### src/rtl/lfa_pkg.sv
// Shared constants, control type and mantissa-table generator for the
// logarithmic-term accumulator. Assumes real arithmetic is legal in
// elaboration-time constant functions.
package lfa_pkg;

    localparam int LFA_LOG_W      = 17;
    localparam int LFA_FRAC_W     = 8;
    localparam int LFA_MANT_W     = 8;
    localparam int LFA_TERM_W     = 57;
    localparam int LFA_SUM_W      = 64;
    localparam int LFA_CVT_STAGES = 2;
    localparam int LFA_ACC_STAGES = 2;

    // Control bits that ride alongside data through every stage
    typedef struct packed {
        logic vld;
        logic clr;
    } lfa_ctl_t;

    // Mantissa (implicit one included) for 2^(idx / 2^frac_w), scaled by 2^mant_w
    function automatic int lut_mant(int idx, int frac_w, int mant_w);
        real ratio;
        ratio = $pow(2.0, real'(idx) / real'(1 << frac_w));
        return $rtoi(ratio * real'(1 << mant_w) + 0.5);
    endfunction

endpackage

### src/rtl/lfa_mant_rom.sv
// Mantissa table: maps a fraction of the exponent to the stored mantissa bits
// (the leading one is implicit). Contents are computed at elaboration.
// Assumes 2^FRAC_W entries of MANT_W bits each; read is combinational.
module lfa_mant_rom #(
    parameter int FRAC_W = lfa_pkg::LFA_FRAC_W,
    parameter int MANT_W = lfa_pkg::LFA_MANT_W
) (
    input  logic [FRAC_W-1:0] addr,
    output logic [MANT_W-1:0] mant
);
    localparam int DEPTH = 1 << FRAC_W;

    logic [MANT_W-1:0] table_q [DEPTH];

    // One constant entry per fraction code
    for (genvar g = 0; g < DEPTH; g++) begin : g_entry
        localparam int FULL = lfa_pkg::lut_mant(g, FRAC_W, MANT_W);
        assign table_q[g] = FULL[MANT_W-1:0];
    end

    assign mant = table_q[addr];

endmodule

### src/rtl/lfa_converter.sv
// Two-stage log-to-fixed converter. Stage 1 splits the word and looks up the
// mantissa; stage 2 shifts it by the integer exponent and clamps at the
// magnitude range. Output is sign-magnitude plus a clamp flag.
// Assumes word layout {sign, nonzero, exponent, fraction}.
module lfa_converter #(
    parameter int LOG_W  = lfa_pkg::LFA_LOG_W,
    parameter int FRAC_W = lfa_pkg::LFA_FRAC_W,
    parameter int MANT_W = lfa_pkg::LFA_MANT_W,
    parameter int TERM_W = lfa_pkg::LFA_TERM_W
) (
    input  logic                  clk,
    input  logic                  rst_n,
    input  logic                  in_vld,
    input  logic                  in_clr,
    input  logic [LOG_W-1:0]      in_word,
    output lfa_pkg::lfa_ctl_t     out_ctl,
    output logic                  out_sign,
    output logic [TERM_W-2:0]     out_mag,
    output logic                  out_sat
);
    localparam int EXP_W = LOG_W - 2 - FRAC_W;
    localparam int MAG_W = TERM_W - 1;
    localparam int SH_W  = MAG_W + MANT_W;

    lfa_pkg::lfa_ctl_t  s1_ctl;
    logic               s1_sign;
    logic               s1_nz;
    logic [EXP_W-1:0]   s1_exp;
    logic [MANT_W:0]    s1_mant;
    logic [MANT_W-1:0]  rom_mant;

    logic [SH_W-1:0]    shifted;
    logic               sat_c;
    logic [MAG_W-1:0]   mag_c;

    lfa_mant_rom #(.FRAC_W(FRAC_W), .MANT_W(MANT_W)) u_rom (
        .addr (in_word[FRAC_W-1:0]),
        .mant (rom_mant)
    );

    // Stage 1: capture fields and looked-up mantissa
    always_ff @(posedge clk) begin
        if (!rst_n) begin
            s1_ctl  <= '0;
            s1_sign <= 1'b0;
            s1_nz   <= 1'b0;
            s1_exp  <= '0;
            s1_mant <= '0;
        end else begin
            s1_ctl  <= '{vld: in_vld, clr: in_clr};
            s1_sign <= in_word[LOG_W-1];
            s1_nz   <= in_word[LOG_W-2];
            s1_exp  <= in_word[LOG_W-3:FRAC_W];
            s1_mant <= {1'b1, rom_mant};
        end
    end

    // Shift mantissa into place and decide clamping
    always_comb begin
        shifted = SH_W'(s1_mant) << s1_exp;
        sat_c   = s1_nz && (int'(s1_exp) >= MAG_W);
        if (!s1_nz)
            mag_c = '0;
        else if (sat_c)
            mag_c = '1;
        else
            mag_c = MAG_W'(shifted >> MANT_W);
    end

    // Stage 2: register the fixed-point term
    always_ff @(posedge clk) begin
        if (!rst_n) begin
            out_ctl  <= '0;
            out_sign <= 1'b0;
            out_mag  <= '0;
            out_sat  <= 1'b0;
        end else begin
            out_ctl  <= s1_ctl;
            out_sign <= s1_sign;
            out_mag  <= mag_c;
            out_sat  <= s1_ctl.vld & sat_c;
        end
    end

    AST_ZERO_FLAG_NO_MAG: assert property (@(posedge clk) disable iff (!rst_n)
        (in_vld && !in_word[LOG_W-2]) |=> ##1 (out_mag == '0));

    AST_CLAMP_ALL_ONES: assert property (@(posedge clk) disable iff (!rst_n)
        (in_vld && in_word[LOG_W-2] && (int'(in_word[LOG_W-3:FRAC_W]) >= MAG_W))
        |=> ##1 (out_sat && (&out_mag)));

endmodule

### src/rtl/lfa_accum.sv
// Two-stage signed accumulator. Stage A turns the sign-magnitude term into a
// two's-complement addend; stage B adds it or restarts the total. Holds the
// sticky clamp flag. Assumes addend is zero whenever the valid bit is low.
module lfa_accum #(
    parameter int MAG_W = lfa_pkg::LFA_TERM_W - 1,
    parameter int SUM_W = lfa_pkg::LFA_SUM_W
) (
    input  logic               clk,
    input  logic               rst_n,
    input  lfa_pkg::lfa_ctl_t  in_ctl,
    input  logic               in_sign,
    input  logic [MAG_W-1:0]   in_mag,
    input  logic               in_sat,
    output logic [SUM_W-1:0]   sum,
    output logic               ovf
);
    lfa_pkg::lfa_ctl_t  a_ctl;
    logic [SUM_W-1:0]   a_val;
    logic               a_sat;
    logic [SUM_W-1:0]   ext;

    assign ext = SUM_W'(in_mag);

    // Stage A: apply sign, zero the addend for idle cycles
    always_ff @(posedge clk) begin
        if (!rst_n) begin
            a_ctl <= '0;
            a_val <= '0;
            a_sat <= 1'b0;
        end else begin
            a_ctl <= in_ctl;
            a_val <= !in_ctl.vld ? '0 : (in_sign ? (~ext + 1'b1) : ext);
            a_sat <= in_ctl.vld & in_sat;
        end
    end

    // Stage B: accumulate or restart, update sticky clamp flag
    always_ff @(posedge clk) begin
        if (!rst_n) begin
            sum <= '0;
            ovf <= 1'b0;
        end else if (a_ctl.clr) begin
            sum <= a_val;
            ovf <= a_sat;
        end else begin
            sum <= sum + a_val;
            ovf <= ovf | a_sat;
        end
    end

    AST_OVF_STICKY: assert property (@(posedge clk) disable iff (!rst_n)
        (ovf && !a_ctl.clr) |=> ovf);

    AST_RESTART_ALONE_ZERO: assert property (@(posedge clk) disable iff (!rst_n)
        (a_ctl.clr && !a_ctl.vld) |=> (sum == '0));

    AST_IDLE_HOLDS_SUM: assert property (@(posedge clk) disable iff (!rst_n)
        (!a_ctl.vld && !a_ctl.clr) |=> $stable(sum));

endmodule

### src/rtl/lfa_drain.sv
// Completion tracker: counts down the pipeline depth after each accepted word
// and flags completion once the count is spent. A restart with no word
// withdraws the flag until the next accepted word.
module lfa_drain #(
    parameter int DEPTH = lfa_pkg::LFA_CVT_STAGES + lfa_pkg::LFA_ACC_STAGES
) (
    input  logic clk,
    input  logic rst_n,
    input  logic in_vld,
    input  logic in_clr,
    output logic done
);
    localparam int CNT_W = $clog2(DEPTH + 1);

    logic [CNT_W-1:0] cnt;
    logic             started;

    // Reload on every accepted word, otherwise count down to zero
    always_ff @(posedge clk) begin
        if (!rst_n) begin
            cnt     <= '0;
            started <= 1'b0;
        end else begin
            if (in_vld)
                cnt <= CNT_W'(DEPTH);
            else if (cnt != '0)
                cnt <= cnt - 1'b1;
            if (in_vld)
                started <= 1'b1;
            else if (in_clr)
                started <= 1'b0;
        end
    end

    assign done = started && (cnt == '0);

    AST_DONE_LOW_IN_FLIGHT: assert property (@(posedge clk) disable iff (!rst_n)
        in_vld |=> !done);

endmodule

### src/rtl/log_fix_accum.sv
// Top level: log word -> fixed-point term -> 64-bit running total, with a
// restart path, sticky clamp flag and completion flag. One word per clock.
module log_fix_accum #(
    parameter int LOG_W  = lfa_pkg::LFA_LOG_W,
    parameter int FRAC_W = lfa_pkg::LFA_FRAC_W,
    parameter int MANT_W = lfa_pkg::LFA_MANT_W,
    parameter int TERM_W = lfa_pkg::LFA_TERM_W,
    parameter int SUM_W  = lfa_pkg::LFA_SUM_W
) (
    input  logic              clk,
    input  logic              rst_n,
    input  logic              in_valid,
    input  logic [LOG_W-1:0]  in_word,
    input  logic              restart,
    output logic [SUM_W-1:0]  total,
    output logic              overflow,
    output logic              done
);
    localparam int MAG_W = TERM_W - 1;
    localparam int DRAIN = lfa_pkg::LFA_CVT_STAGES + lfa_pkg::LFA_ACC_STAGES;

    lfa_pkg::lfa_ctl_t  cv_ctl;
    logic               cv_sign;
    logic [MAG_W-1:0]   cv_mag;
    logic               cv_sat;

    lfa_converter #(
        .LOG_W(LOG_W), .FRAC_W(FRAC_W), .MANT_W(MANT_W), .TERM_W(TERM_W)
    ) u_cvt (
        .clk      (clk),
        .rst_n    (rst_n),
        .in_vld   (in_valid),
        .in_clr   (restart),
        .in_word  (in_word),
        .out_ctl  (cv_ctl),
        .out_sign (cv_sign),
        .out_mag  (cv_mag),
        .out_sat  (cv_sat)
    );

    lfa_accum #(.MAG_W(MAG_W), .SUM_W(SUM_W)) u_acc (
        .clk     (clk),
        .rst_n   (rst_n),
        .in_ctl  (cv_ctl),
        .in_sign (cv_sign),
        .in_mag  (cv_mag),
        .in_sat  (cv_sat),
        .sum     (total),
        .ovf     (overflow)
    );

    lfa_drain #(.DEPTH(DRAIN)) u_drn (
        .clk    (clk),
        .rst_n  (rst_n),
        .in_vld (in_valid),
        .in_clr (restart),
        .done   (done)
    );

    AST_DONE_TOTAL_SETTLED: assert property (@(posedge clk) disable iff (!rst_n)
        done |=> $stable(total));

endmodule

### config.mk
export PLATFORM = sky130hd
export DESIGN_NAME = log_fix_accum
export DESIGN_NICKNAME = d
export VERILOG_FILES = /design/src/rtl/lfa_pkg.sv /design/src/rtl/lfa_mant_rom.sv /design/src/rtl/lfa_converter.sv /design/src/rtl/lfa_accum.sv /design/src/rtl/lfa_drain.sv /design/src/rtl/log_fix_accum.sv
export SDC_FILE = /design/constraint.sdc
export NUM_CORES = 1
export LEC_CHECK = 0
export ABC_AREA = 0
export CAP_MARGIN = 40
export CORE_MARGIN = 5
export CORE_UTILIZATION = 57
export DETAILED_ROUTE_END_ITERATION = 8
export HOLD_SLACK_MARGIN = 0.03
export PLACE_DENSITY = 0.77
export SLEW_MARGIN = 20
export SYNTH_ARGS = -nofsm -noshare
export SYNTH_HDL_FRONTEND = slang
export SYNTH_SLANG_ARGS = --single-unit
### constraint.sdc
create_clock -name clk -period 5 [get_ports clk]
set_input_delay 0.75 -clock clk [delete_from_list [all_inputs] [get_ports clk]]
set_output_delay 0.75 -clock clk [all_outputs]
set_load 0.02 [all_outputs]
==> metrics.txt, run 1 <==
# TYPE chip_impl_metric gauge
chip_impl_info{name="synthFlopType",value="dfxtp_1"} 1
chip_impl_metric{name="diodes",unit=""} 0
chip_impl_metric{name="core-area",unit="mm^2"} 0.0242
chip_impl_metric{name="gp_routability_congestion",unit=""} 0.962
chip_impl_metric{name="final-hold-violation-count",unit=""} 0
chip_impl_metric{name="gr-total-overflow",unit=""} 0
chip_impl_metric{name="die-height",unit="um"} 166
chip_impl_metric{name="synth_seq_cells",unit=""} 215
chip_impl_info{name="mostFrequentLayoutCells",value="226 x a21oi_1, 214 x dfxtp_1, 208 x nor2_1, 189 x nand2_1, 114 x o21ai_0"} 1
chip_impl_info{name="min_path_type",value="flip-flop to flip-flop"} 1
chip_impl_metric{name="power_density",unit="mW/mm^2"} 260
chip_impl_info{name="clk_root_buffer_cell",value="clkbuf_16"} 1
chip_impl_metric{name="drt_pre_antenna_iters",unit=""} 5
chip_impl_metric{name="cap_viol_max_count",unit=""} 0
chip_impl_info{name="layout.cells.most_common",value="a21oi_1"} 1
chip_impl_metric{name="p_leak",unit="nW"} 6.34
chip_impl_metric{name="largest_fanout_on_the_critical_path",unit=""} 4
chip_impl_metric{name="tightest_slew",unit="ps"} 917
chip_impl_metric{name="final.setup.tns",unit="ps"} 0
chip_impl_metric{name="grt_antenna_before_repair",unit=""} 0
chip_impl_metric{name="f_max",unit="GHz"} 0.273
chip_impl_metric{name="synthCells",unit=""} 1834
chip_impl_metric{name="fin_nets",unit=""} 1932
chip_impl_metric{name="clk_transition_reported_paths",unit="ps"} 60
chip_impl_metric{name="grt.total_usage",unit="%"} 25.2
chip_impl_metric{name="ioPinCount",unit=""} 87
chip_impl_metric{name="final.min_clock_period",unit="ps"} 3670
chip_impl_metric{name="cts.repair_timing.setup_buffer_count",unit=""} 0
chip_impl_metric{name="mappedNetlistArea",unit="mm^2"} 0.0139
chip_impl_metric{name="first_global_vias",unit=""} 12200
chip_impl_metric{name="cts.htree.levels",unit=""} 1
chip_impl_metric{name="arrival",unit="ps"} 4080
chip_impl_metric{name="drtIter0Drc",unit=""} 1174
chip_impl_metric{name="ff2ff_setup_slack",unit="ps"} 1330
chip_impl_metric{name="async_flop_share",unit="%"} 0
chip_impl_metric{name="floorplan.rows",unit=""} 57
chip_impl_metric{name="required",unit="ps"} 5410
chip_impl_info{name="run_status",value="finished clean"} 1
chip_impl_metric{name="vias",unit=""} 13100
chip_impl_metric{name="worst_clock_skew_on_the_final_layout",unit="ps"} 13.9
chip_impl_info{name="grt_setup_unrepaired",value="no"} 1
chip_impl_metric{name="holdBufCountCts",unit=""} 0
chip_impl_metric{name="die_area",unit="mm^2"} 0.0276
chip_impl_metric{name="cts_resized",unit=""} 0
chip_impl_metric{name="pre_cts_ws",unit="ps"} 1180
chip_impl_metric{name="worst_hold_slack",unit="ps"} 430
chip_impl_metric{name="grt_start_max_net_pins",unit=""} 87
chip_impl_metric{name="clock-sinks",unit=""} 215
chip_impl_metric{name="wl_per_cell",unit="um"} 16.8
chip_impl_metric{name="cts_max_path_buffers",unit=""} 3
chip_impl_metric{name="setup_violations",unit=""} 0
chip_impl_metric{name="syn_nets",unit=""} 1935
chip_impl_metric{name="portBuffers",unit=""} 86
chip_impl_info{name="crit_type",value="flip-flop to flip-flop"} 1
chip_impl_metric{name="yosys.cell_types.count",unit=""} 79
chip_impl_metric{name="final_max_slew_viol_count",unit=""} 0
chip_impl_metric{name="ir_drop",unit="mV"} 0.205
chip_impl_metric{name="route.final.wire_length",unit="um"} 36400
chip_impl_info{name="hold_path_end",value="u_cvt.out_ctl[0]$_SDFF_PN0_"} 1
chip_impl_metric{name="avgSynthCellArea",unit="um^2"} 7.57
chip_impl_metric{name="setup_slack",unit="ps"} 1330
chip_impl_info{name="cts_tree",value="built"} 1
chip_impl_metric{name="rr_worst_depth",unit=""} 12
chip_impl_metric{name="die_width",unit="um"} 166
chip_impl_metric{name="postLayoutCoreUtil",unit="%"} 64.5
chip_impl_metric{name="synth_edf_count",unit=""} 0
chip_impl_metric{name="yosys_warnings",unit=""} 0
chip_impl_metric{name="area.growth.synth_to_final",unit="%"} 12.3
chip_impl_metric{name="final.period_utilization",unit="%"} 73.3
chip_impl_metric{name="synth_seq_area_share",unit="%"} 31.0
chip_impl_metric{name="initial_utilization",unit="%"} 57.4
chip_impl_metric{name="cts_inserted_buffers",unit=""} 25
chip_impl_info{name="cp-end-kind",value="flip-flop"} 1
chip_impl_info{name="rr_startpoint",value="u_acc.sum[0]$_SDFF_PN0_"} 1
chip_impl_metric{name="drc",unit=""} 0
chip_impl_metric{name="global_route_wire_length_before_repair",unit="um"} 60300
chip_impl_info{name="holdCritStartpoint",value="u_cvt.s1_ctl[0]$_SDFF_PN0_"} 1
chip_impl_metric{name="clock_latency",unit="ps"} 520
chip_impl_metric{name="routed_via_density",unit=""} 6.03
chip_impl_metric{name="drive_above_1_share",unit="%"} 4.92
chip_impl_metric{name="dp_hpwl",unit="um"} 26000
chip_impl_metric{name="slew_headroom",unit="%"} 38.2
chip_impl_info{name="timing.critical_path.from_type",value="flip-flop"} 1
chip_impl_metric{name="fillers",unit=""} 2058
chip_impl_metric{name="worst_hold_path.num_cells",unit=""} 1
chip_impl_metric{name="final_antenna_net_count",unit=""} 0
chip_impl_info{name="rr_endpoint",value="u_acc.sum[62]$_SDFF_PN0_"} 1
cell type report:
class / instances / area [um^2] / area share, %
multi-input combinational: 1438 / 8910 / 57.1
inverter: 48 / 180 / 1.16
timing repair buffer: 103 / 1010 / 6.48
clock buffer: 35 / 703 / 4.51
clock inverter: 9 / 77.6 / 0.498
sequential: 215 / 4310 / 27.6
tap: 324 / 405 / 2.60
per-stage QoR:
| step | instances | area [um^2] | total power, mW |
|---|---|---|---|
| final | 2172 | 15600 | 4.05 |
| after global routing | 2172 | 15600 | 4.21 |
| after CTS | 2168 | 15500 | 4.06 |
| after detailed placement | 2124 | 14800 | 2.34 |
| after global placement | 2123 | 14700 | 2.33 |
| after floorplan | 1834 | 13900 | 2.20 |
Yosys cell counts, drive strengths merged, types with 16 or more instances:
cell,n,area share (%)
buf,16,0.44
xnor2,33,2.1
nand2b,35,1.6
o22ai,17,0.77
a211oi,20,1.1
inv,47,1.3
mux2i,28,2.0
dfxtp,215,31
nand4,25,1.2
a21o,38,2.1
ha,79,7.1
nor2b,16,0.72
o211ai,17,0.92
clkbuf,117,3.2
nand3,43,1.6
and2,28,1.3
o31ai,26,1.5
nor3,30,1.1
xor2,74,4.7
a21oi,227,8.2
o21ai,114,4.1
a31oi,16,0.72
o21bai,16,0.87
nand2,189,5.1
nor2,208,5.6
power breakdown:
| part | switching [mW] | internal [mW] |
|---|---|---|
| logic | 0.335 | 0.198 |
| clock network | 0.702 | 1.03 |
| registers | 0.0384 | 1.75 |
flip-flops by register name, indices dropped and copies added, names as in the netlist:
| signal | count |
|---|---|
| u_acc.a_val | 64 |
| u_acc.sum | 64 |
| u_cvt.out_mag | 56 |
| u_cvt.s1_mant | 9 |
| u_cvt.s1_exp | 7 |
| u_drn.cnt | 3 |
| u_cvt.out_ctl | 2 |
| u_cvt.s1_ctl | 2 |
| u_acc.a_ctl | 1 |
| u_acc.a_sat | 1 |
| u_acc.ovf | 1 |
| u_cvt.out_sat | 1 |
| u_cvt.out_sign | 1 |
| u_cvt.s1_nz | 1 |
| u_cvt.s1_sign | 1 |
| u_drn.started | 1 |
cells by family after synthesis:
logic type / synth area share [%]
buffers and inverters: 4.90
XOR/XNOR: 6.75
adder cells (fa/ha/maj): 7.26
multiplexers: 2.59
AND/OR/NAND/NOR: 21.5
flip-flops: 31.0
AO/OA/AOI/OAI: 26.0
per-layer routing:
| metal | global-route usage, % | share of wire, % | wire length, um | vias up |
|---|---|---|---|---|
| met5 | 0 | 0 | 0 | - |
| met4 | 8.00 | 2.8 | 1010 | 0 |
| met3 | 3.24 | 6.4 | 2340 | 82 |
| met2 | 41.1 | 46 | 16600 | 484 |
| met1 | 34.9 | 45 | 16500 | 6005 |
| li1 | - | - | - | 6525 |
worst max path at each step:
stage,startpoint,endpoint,slack [ps]
global placement,in_word[0],u_cvt.s1_mant[0]$_SDFF_PN0_,1290
CTS,u_acc.sum[0]$_SDFF_PN0_,u_acc.sum[60]$_SDFF_PN0_,1410
finish,u_acc.sum[0]$_SDFF_PN0_,u_acc.sum[62]$_SDFF_PN0_,1330
global route,u_acc.a_val[0]$_SDFF_PN0_,u_acc.sum[58]$_SDFF_PN0_,1130
detailed placement,in_word[0],u_cvt.s1_mant[0]$_SDFF_PN0_,1180
floorplan,u_acc.sum[0]$_SDFF_PN0_,u_acc.sum[60]$_SDFF_PN0_,1930
critical path, stage by stage (launching register included):
cell       delay [ps]
dfxtp_1           330
ha_1              200
fa_1              240
a21o_1            170
a311o_1           310
a31oi_1           140
a21boi_0          410
o211ai_1          200
and2_1            270
o31ai_1           550
o2111ai_1         260
a21o_1            230
a32o_1            240
Note: power is estimated with default switching activity, not from simulation.
==> inputs of run 2 (changes only) <==
clock period = 3.5 ns   (was 5 ns; I/O delays follow)
==> metrics.txt, run 2 (synthesized netlist as in run 1, its figures left out) <==
# TYPE chip_impl_metric gauge
chip_impl_metric{name="setup_violations",unit=""} 0
chip_impl_metric{name="p_leak",unit="nW"} 6.45
chip_impl_info{name="min_path_type",value="flip-flop to flip-flop"} 1
chip_impl_metric{name="drc",unit=""} 0
chip_impl_metric{name="power",unit="mW"} 5.83
chip_impl_metric{name="arrival",unit="ps"} 3730
chip_impl_metric{name="route.final.wire_length",unit="um"} 37000
chip_impl_metric{name="vias",unit=""} 13300
chip_impl_metric{name="final_antenna_net_count",unit=""} 0
chip_impl_metric{name="drt_pre_antenna_iters",unit=""} 7
chip_impl_metric{name="cap_viol_max_count",unit=""} 0
chip_impl_metric{name="slew_headroom",unit="%"} 42.6
chip_impl_info{name="cp-end-kind",value="flip-flop"} 1
chip_impl_metric{name="holdBufCountCts",unit=""} 0
chip_impl_metric{name="first_global_vias",unit=""} 12600
chip_impl_metric{name="required",unit="ps"} 3920
chip_impl_info{name="crit_chain",value="ha_1 -> fa_1 -> a21o_1 -> a311o_1 -> a31oi_1 -> a21boi_0 -> o211ai_1 -> and2_4 -> o31ai_2 -> o2111ai_1 -> nand3_1 -> a32o_1"} 1
chip_impl_info{name="cts_tree",value="built"} 1
chip_impl_metric{name="largest_fanout_on_the_critical_path",unit=""} 4
chip_impl_metric{name="area.growth.synth_to_final",unit="%"} 13.7
chip_impl_metric{name="gr-total-overflow",unit=""} 0
chip_impl_info{name="run_status",value="finished clean"} 1
chip_impl_metric{name="die_width",unit="um"} 166
chip_impl_metric{name="final.setup.tns",unit="ps"} 0
chip_impl_metric{name="cts_resized",unit=""} 0
chip_impl_metric{name="core-area",unit="mm^2"} 0.0242
chip_impl_metric{name="slowest_cell_delay_on_critical_path",unit="ps"} 410
chip_impl_metric{name="f_max",unit="GHz"} 0.302
chip_impl_metric{name="power_density",unit="mW/mm^2"} 369
chip_impl_metric{name="cts_max_path_buffers",unit=""} 3
chip_impl_metric{name="drtIter0Drc",unit=""} 1112
chip_impl_metric{name="worst_clock_skew_on_the_final_layout",unit="ps"} 21.3
chip_impl_info{name="timing.critical_path.from_type",value="flip-flop"} 1
chip_impl_metric{name="drive_above_1_share",unit="%"} 6.19
chip_impl_metric{name="final.period_utilization",unit="%"} 94.6
chip_impl_metric{name="dp_hpwl",unit="um"} 26700
chip_impl_metric{name="gp_routability_congestion",unit=""} 0.923
chip_impl_metric{name="cts.repair_timing.setup_buffer_count",unit=""} 0
chip_impl_metric{name="floorplan.rows",unit=""} 57
chip_impl_metric{name="wl_per_cell",unit="um"} 16.8
chip_impl_metric{name="tightest_slew",unit="ps"} 852
chip_impl_metric{name="grt_start_max_net_pins",unit=""} 69
chip_impl_metric{name="portBuffers",unit=""} 86
chip_impl_metric{name="ir_drop",unit="mV"} 0.332
chip_impl_metric{name="critical_path.n_buffers_inverters",unit=""} 0
chip_impl_metric{name="clk_transition_reported_paths",unit="ps"} 60
chip_impl_metric{name="die_area",unit="mm^2"} 0.0276
chip_impl_metric{name="grt.total_usage",unit="%"} 25.8
chip_impl_metric{name="initial_utilization",unit="%"} 57.4
chip_impl_info{name="mostFrequentLayoutCells",value="226 x a21oi_1, 214 x dfxtp_1, 208 x nor2_1, 189 x nand2_1, 114 x o21ai_0"} 1
chip_impl_metric{name="cts.htree.levels",unit=""} 1
chip_impl_metric{name="ioPinCount",unit=""} 87
chip_impl_metric{name="postLayoutCoreUtil",unit="%"} 65.3
chip_impl_metric{name="worst_hold_slack",unit="ps"} 433
chip_impl_metric{name="final-hold-violation-count",unit=""} 0
chip_impl_metric{name="final_max_slew_viol_count",unit=""} 0
chip_impl_info{name="slowest_stage",value="fa_1"} 1
chip_impl_metric{name="clock_latency",unit="ps"} 530
chip_impl_metric{name="fin_nets",unit=""} 1955
chip_impl_info{name="crit_type",value="flip-flop to flip-flop"} 1
chip_impl_metric{name="routed_via_density",unit=""} 6.04
chip_impl_metric{name="die-height",unit="um"} 166
chip_impl_metric{name="clock-sinks",unit=""} 215
chip_impl_info{name="kind_of_cell_with_the_highest_combined_delay_on_the_critical_path",value="compound AO/OA/AOI/OAI gates"} 1
chip_impl_info{name="layout.cells.most_common",value="a21oi_1"} 1
chip_impl_metric{name="grt_antenna_before_repair",unit=""} 0
chip_impl_info{name="leading_registers_by_flop_count",value="u_acc.a_val x64, u_acc.sum x64, u_cvt.out_mag x56"} 1
chip_impl_metric{name="final.min_clock_period",unit="ps"} 3310
chip_impl_metric{name="global_route_wire_length_before_repair",unit="um"} 61800
chip_impl_info{name="clk_root_buffer_cell",value="clkbuf_16"} 1
chip_impl_metric{name="cts_inserted_buffers",unit=""} 25
[run 2: layout make-up]
cell class / count / area, um^2
multi-input combinational: 1438 / 8930
fill: 2097 / 8390
sequential: 215 / 4310
timing repair buffer: 126 / 1170
clock buffer: 37 / 711
tap: 324 / 405
inverter: 48 / 180
clock inverter: 9 / 86.3
antenna: 1 / 2.50
[run 2: worst paths after layout]
kind | start | to | slack [ps] | depth (start not counted)
max | u_acc.sum[0]$_SDFF_PN0_ | u_acc.sum[62]$_SDFF_PN0_ | 190 | 12
min | u_cvt.s1_nz$_SDFF_PN0_ | u_cvt.out_sat$_SDFF_PN0_ | 430 | 2
max reg2reg | u_acc.sum[0]$_SDFF_PN0_ | u_acc.sum[62]$_SDFF_PN0_ | 190 | 12
min reg2reg | u_cvt.s1_nz$_SDFF_PN0_ | u_cvt.out_sat$_SDFF_PN0_ | 430 | 2
[run 2: layer usage]
layer  track usage [%]  up-vias  part of all wire [%]  wire (um)
met3              3.07       65                   5.6       2080
met4              7.32        0                   2.2        830
li1                  -     6573                     -          -
met2              42.4      412                    46      17100
met1              36.0     6229                    46      17000
met5                 0        -                     0          0
[run 2: metrics by stage]
stage	cell area, um^2	cells	worst slack, ps
CTS	15800	2195	59.0
finish	15800	2198	187
detailed placement	15000	2149	44.5
floorplan	13900	1834	425
global placement	14900	2148	131
global route	15800	2197	-10.6
[run 2: power by group]
| group | leakage [nW] | total (mW) | switching, mW | internal (mW) |
|---|---|---|---|---|
| sequential | 1.74 | 2.55 | 0.0540 | 2.50 |
| clock | 0.385 | 2.50 | 1.02 | 1.48 |
| combinational | 4.33 | 0.778 | 0.481 | 0.297 |
| total | 6.45 | 5.83 | 1.56 | 4.28 |
[run 2: worst reg2reg max path: cells and delay by family (launching register included)]
family                     cells  cell delay, ps
AOI/OAI and AO/OA              8            1910
adders and majority gates      2             630
and+or+nand+nor                2             360
DFF                            1             310
==> inputs of run 3 (changes only) <==
CELL_PAD_IN_SITES_DETAIL_PLACEMENT = 1   (was not set)
CELL_PAD_IN_SITES_GLOBAL_PLACEMENT = 1   (was not set)
CORE_UTILIZATION = 45   (was 57)
PLACE_DENSITY = not set   (was 0.77)
PLACE_DENSITY_LB_ADDON = 0.1   (was not set)
==> metrics.txt, run 3 (synthesized netlist as in run 1, its figures left out) <==
# TYPE chip_impl_metric gauge
chip_impl_metric{name="setup_violations",unit=""} 0
chip_impl_metric{name="final-hold-violation-count",unit=""} 0
chip_impl_metric{name="worst_hold_path.num_cells",unit=""} 1
chip_impl_metric{name="die_width",unit="um"} 186
chip_impl_metric{name="core-area",unit="mm^2"} 0.0305
chip_impl_metric{name="largest_fanout_on_the_critical_path",unit=""} 3
chip_impl_metric{name="drt_pre_antenna_iters",unit=""} 5
chip_impl_metric{name="drive_above_1_share",unit="%"} 7.10
chip_impl_metric{name="ioPinCount",unit=""} 87
chip_impl_metric{name="final.min_clock_period",unit="ps"} 3350
chip_impl_info{name="cp-end-kind",value="flip-flop"} 1
chip_impl_info{name="leading_registers_by_flop_count",value="u_acc.a_val x64, u_acc.sum x64, u_cvt.out_mag x56"} 1
chip_impl_metric{name="sequential_cell_area",unit="mm^2"} 0.00431
chip_impl_metric{name="cts.htree.levels",unit=""} 1
chip_impl_metric{name="cts_max_path_buffers",unit=""} 3
chip_impl_info{name="min_path_type",value="primary input to flip-flop"} 1
chip_impl_metric{name="final.period_utilization",unit="%"} 95.7
chip_impl_metric{name="ir_drop",unit="mV"} 0.346
chip_impl_metric{name="diodes",unit=""} 0
chip_impl_metric{name="global_route_wire_length_before_repair",unit="um"} 71400
chip_impl_metric{name="arrival",unit="ps"} 3720
chip_impl_metric{name="power",unit="mW"} 6.16
chip_impl_metric{name="grt.total_usage",unit="%"} 24.9
chip_impl_info{name="layout.cells.most_common",value="a21oi_1"} 1
chip_impl_metric{name="initial_utilization",unit="%"} 45.5
chip_impl_metric{name="ff2ff_setup_slack",unit="ps"} 150
chip_impl_metric{name="holdBufCountCts",unit=""} 0
chip_impl_metric{name="vias",unit=""} 13400
chip_impl_metric{name="slew_headroom",unit="%"} 41.2
chip_impl_metric{name="dp_hpwl",unit="um"} 32100
chip_impl_metric{name="final_max_slew_viol_count",unit=""} 0
chip_impl_metric{name="clk_transition_reported_paths",unit="ps"} 60
chip_impl_metric{name="drc",unit=""} 0
chip_impl_metric{name="clock-sinks",unit=""} 215
chip_impl_metric{name="p_leak",unit="nW"} 6.57
chip_impl_metric{name="first_global_vias",unit=""} 13600
chip_impl_metric{name="cap_viol_max_count",unit=""} 0
chip_impl_metric{name="gr-total-overflow",unit=""} 0
chip_impl_metric{name="die_area",unit="mm^2"} 0.0345
chip_impl_metric{name="cts_inserted_buffers",unit=""} 25
chip_impl_info{name="rr_endpoint",value="u_acc.sum[56]$_SDFF_PN0_"} 1
chip_impl_metric{name="clock_latency",unit="ps"} 530
chip_impl_metric{name="fillers",unit=""} 3755
chip_impl_metric{name="tightest_slew",unit="ps"} 873
chip_impl_metric{name="f_max",unit="GHz"} 0.299
chip_impl_metric{name="gp_routability_congestion",unit=""} 0.895
chip_impl_metric{name="grt_start_max_net_pins",unit=""} 67
chip_impl_metric{name="routed_via_density",unit=""} 5.88
chip_impl_info{name="run_status",value="finished clean"} 1
chip_impl_info{name="rr_startpoint",value="u_acc.sum[0]$_SDFF_PN0_"} 1
chip_impl_info{name="mostFrequentLayoutCells",value="226 x a21oi_1, 214 x dfxtp_1, 208 x nor2_1, 189 x nand2_1, 114 x o21ai_0"} 1
chip_impl_info{name="holdCritStartpoint",value="rst_n"} 1
chip_impl_metric{name="route.final.wire_length",unit="um"} 44000
chip_impl_info{name="clk_root_buffer_cell",value="clkbuf_16"} 1
chip_impl_metric{name="area.growth.synth_to_final",unit="%"} 15.8
chip_impl_metric{name="required",unit="ps"} 3870
chip_impl_info{name="cts_tree",value="built"} 1
chip_impl_metric{name="portBuffers",unit=""} 86
chip_impl_info{name="timing.critical_path.from_type",value="flip-flop"} 1
chip_impl_metric{name="power_density",unit="mW/mm^2"} 383
chip_impl_metric{name="wl_per_cell",unit="um"} 19.3
chip_impl_metric{name="grt_antenna_before_repair",unit=""} 1
chip_impl_metric{name="fin_nets",unit=""} 1970
chip_impl_metric{name="die-height",unit="um"} 186
chip_impl_metric{name="worst_clock_skew_on_the_final_layout",unit="ps"} 27.6
chip_impl_metric{name="rr_worst_depth",unit=""} 14
chip_impl_info{name="hold_path_end",value="u_cvt.s1_mant[8]$_DFF_P_"} 1
chip_impl_metric{name="setup_slack",unit="ps"} 150
chip_impl_metric{name="final_antenna_net_count",unit=""} 0
chip_impl_metric{name="drtIter0Drc",unit=""} 698
chip_impl_info{name="crit_type",value="flip-flop to flip-flop"} 1
chip_impl_metric{name="pre_cts_ws",unit="ps"} -6.52
chip_impl_metric{name="floorplan.rows",unit=""} 64
chip_impl_metric{name="multi_input_area",unit="mm^2"} 0.00895
## run 3: cell type report
type	instances	share of cell area [%]
repair buffers	141	7.91
multi-input cells	1438	55.6
well taps	396	3.08
inverters	48	1.12
clock buffers	36	4.40
flip-flops and latches	215	26.8
clock inverters	9	1.07
## run 3: layer usage
| layer | up-vias | global-route usage (%) | share of wire, % |
|---|---|---|---|
| li1 | 6603 | - | - |
| met1 | 6529 | 34.3 | 48 |
| met2 | 243 | 43.0 | 48 |
| met3 | 42 | 2.66 | 3.5 |
| met4 | 0 | 4.55 | 1.5 |
| met5 | - | 0 | 0 |
## run 3: worst max-delay path by stage
| stage | slack (ps) | cells after the start | end | start |
|---|---|---|---|---|
| final | 150 | 14 | u_acc.sum[56]$_SDFF_PN0_ | u_acc.sum[0]$_SDFF_PN0_ |
| after global routing | -50 | 11 | u_acc.sum[61]$_SDFF_PN0_ | u_acc.sum[4]$_SDFF_PN0_ |
| after CTS | 20 | 14 | u_acc.sum[56]$_SDFF_PN0_ | u_acc.sum[0]$_SDFF_PN0_ |
| after detailed placement | -7 | 12 | u_acc.sum[62]$_SDFF_PN0_ | u_acc.sum[0]$_SDFF_PN0_ |
| after global placement | 100 | 12 | u_acc.sum[62]$_SDFF_PN0_ | u_acc.sum[0]$_SDFF_PN0_ |
| after floorplan | 430 | 12 | u_acc.sum[60]$_SDFF_PN0_ | u_acc.sum[0]$_SDFF_PN0_ |
## run 3: power by group
part / total (mW) / leakage [nW] / internal [mW] / switching [mW]
sequential: 2.55 / 1.74 / 2.50 / 0.0533
clock: 2.79 / 0.428 / 1.76 / 1.03
combinational: 0.820 / 4.40 / 0.306 / 0.514
total: 6.16 / 6.57 / 4.57 / 1.59
## run 3: worst max-delay path, stage by stage (launching register included)
cell and delay, ps:
dfxtp_1 310, ha_1 230, fa_1 390, a21o_1 190, a311o_1 430, nand3_1 110
nand4_1 150, a31o_2 310, a21oi_1 140, buf_4 160, a41oi_4 150, buf_4 190
a31oi_1 190, xor2_1 160, o21ai_0 90
## run 3: per-stage QoR
| stage | setup TNS [ps] | util (%) | hold slack, ps | cells | instance area, um^2 |
|---|---|---|---|---|---|
| final | 0 | 52.7 | 342 | 2283 | 16100 |
| after global routing | -75.6 | 52.7 | 347 | 2283 | 16100 |
| after CTS | 0 | 52.5 | 332 | 2281 | 16000 |
| after detailed placement | -7.20 | 49.7 | 423 | 2236 | 15100 |
| after global placement | 0 | 49.6 | 416 | 2235 | 15100 |
| after floorplan | 0 | - | 410 | 1834 | 13900 |
## run 3: what timing repair did
action / 4_1_cts / 5_1_grt
pin swaps: 0 / 3
setup buffers: 0 / 1
endpoints found under the setup margin: 2 / 10
resized for setup: 1 / 9
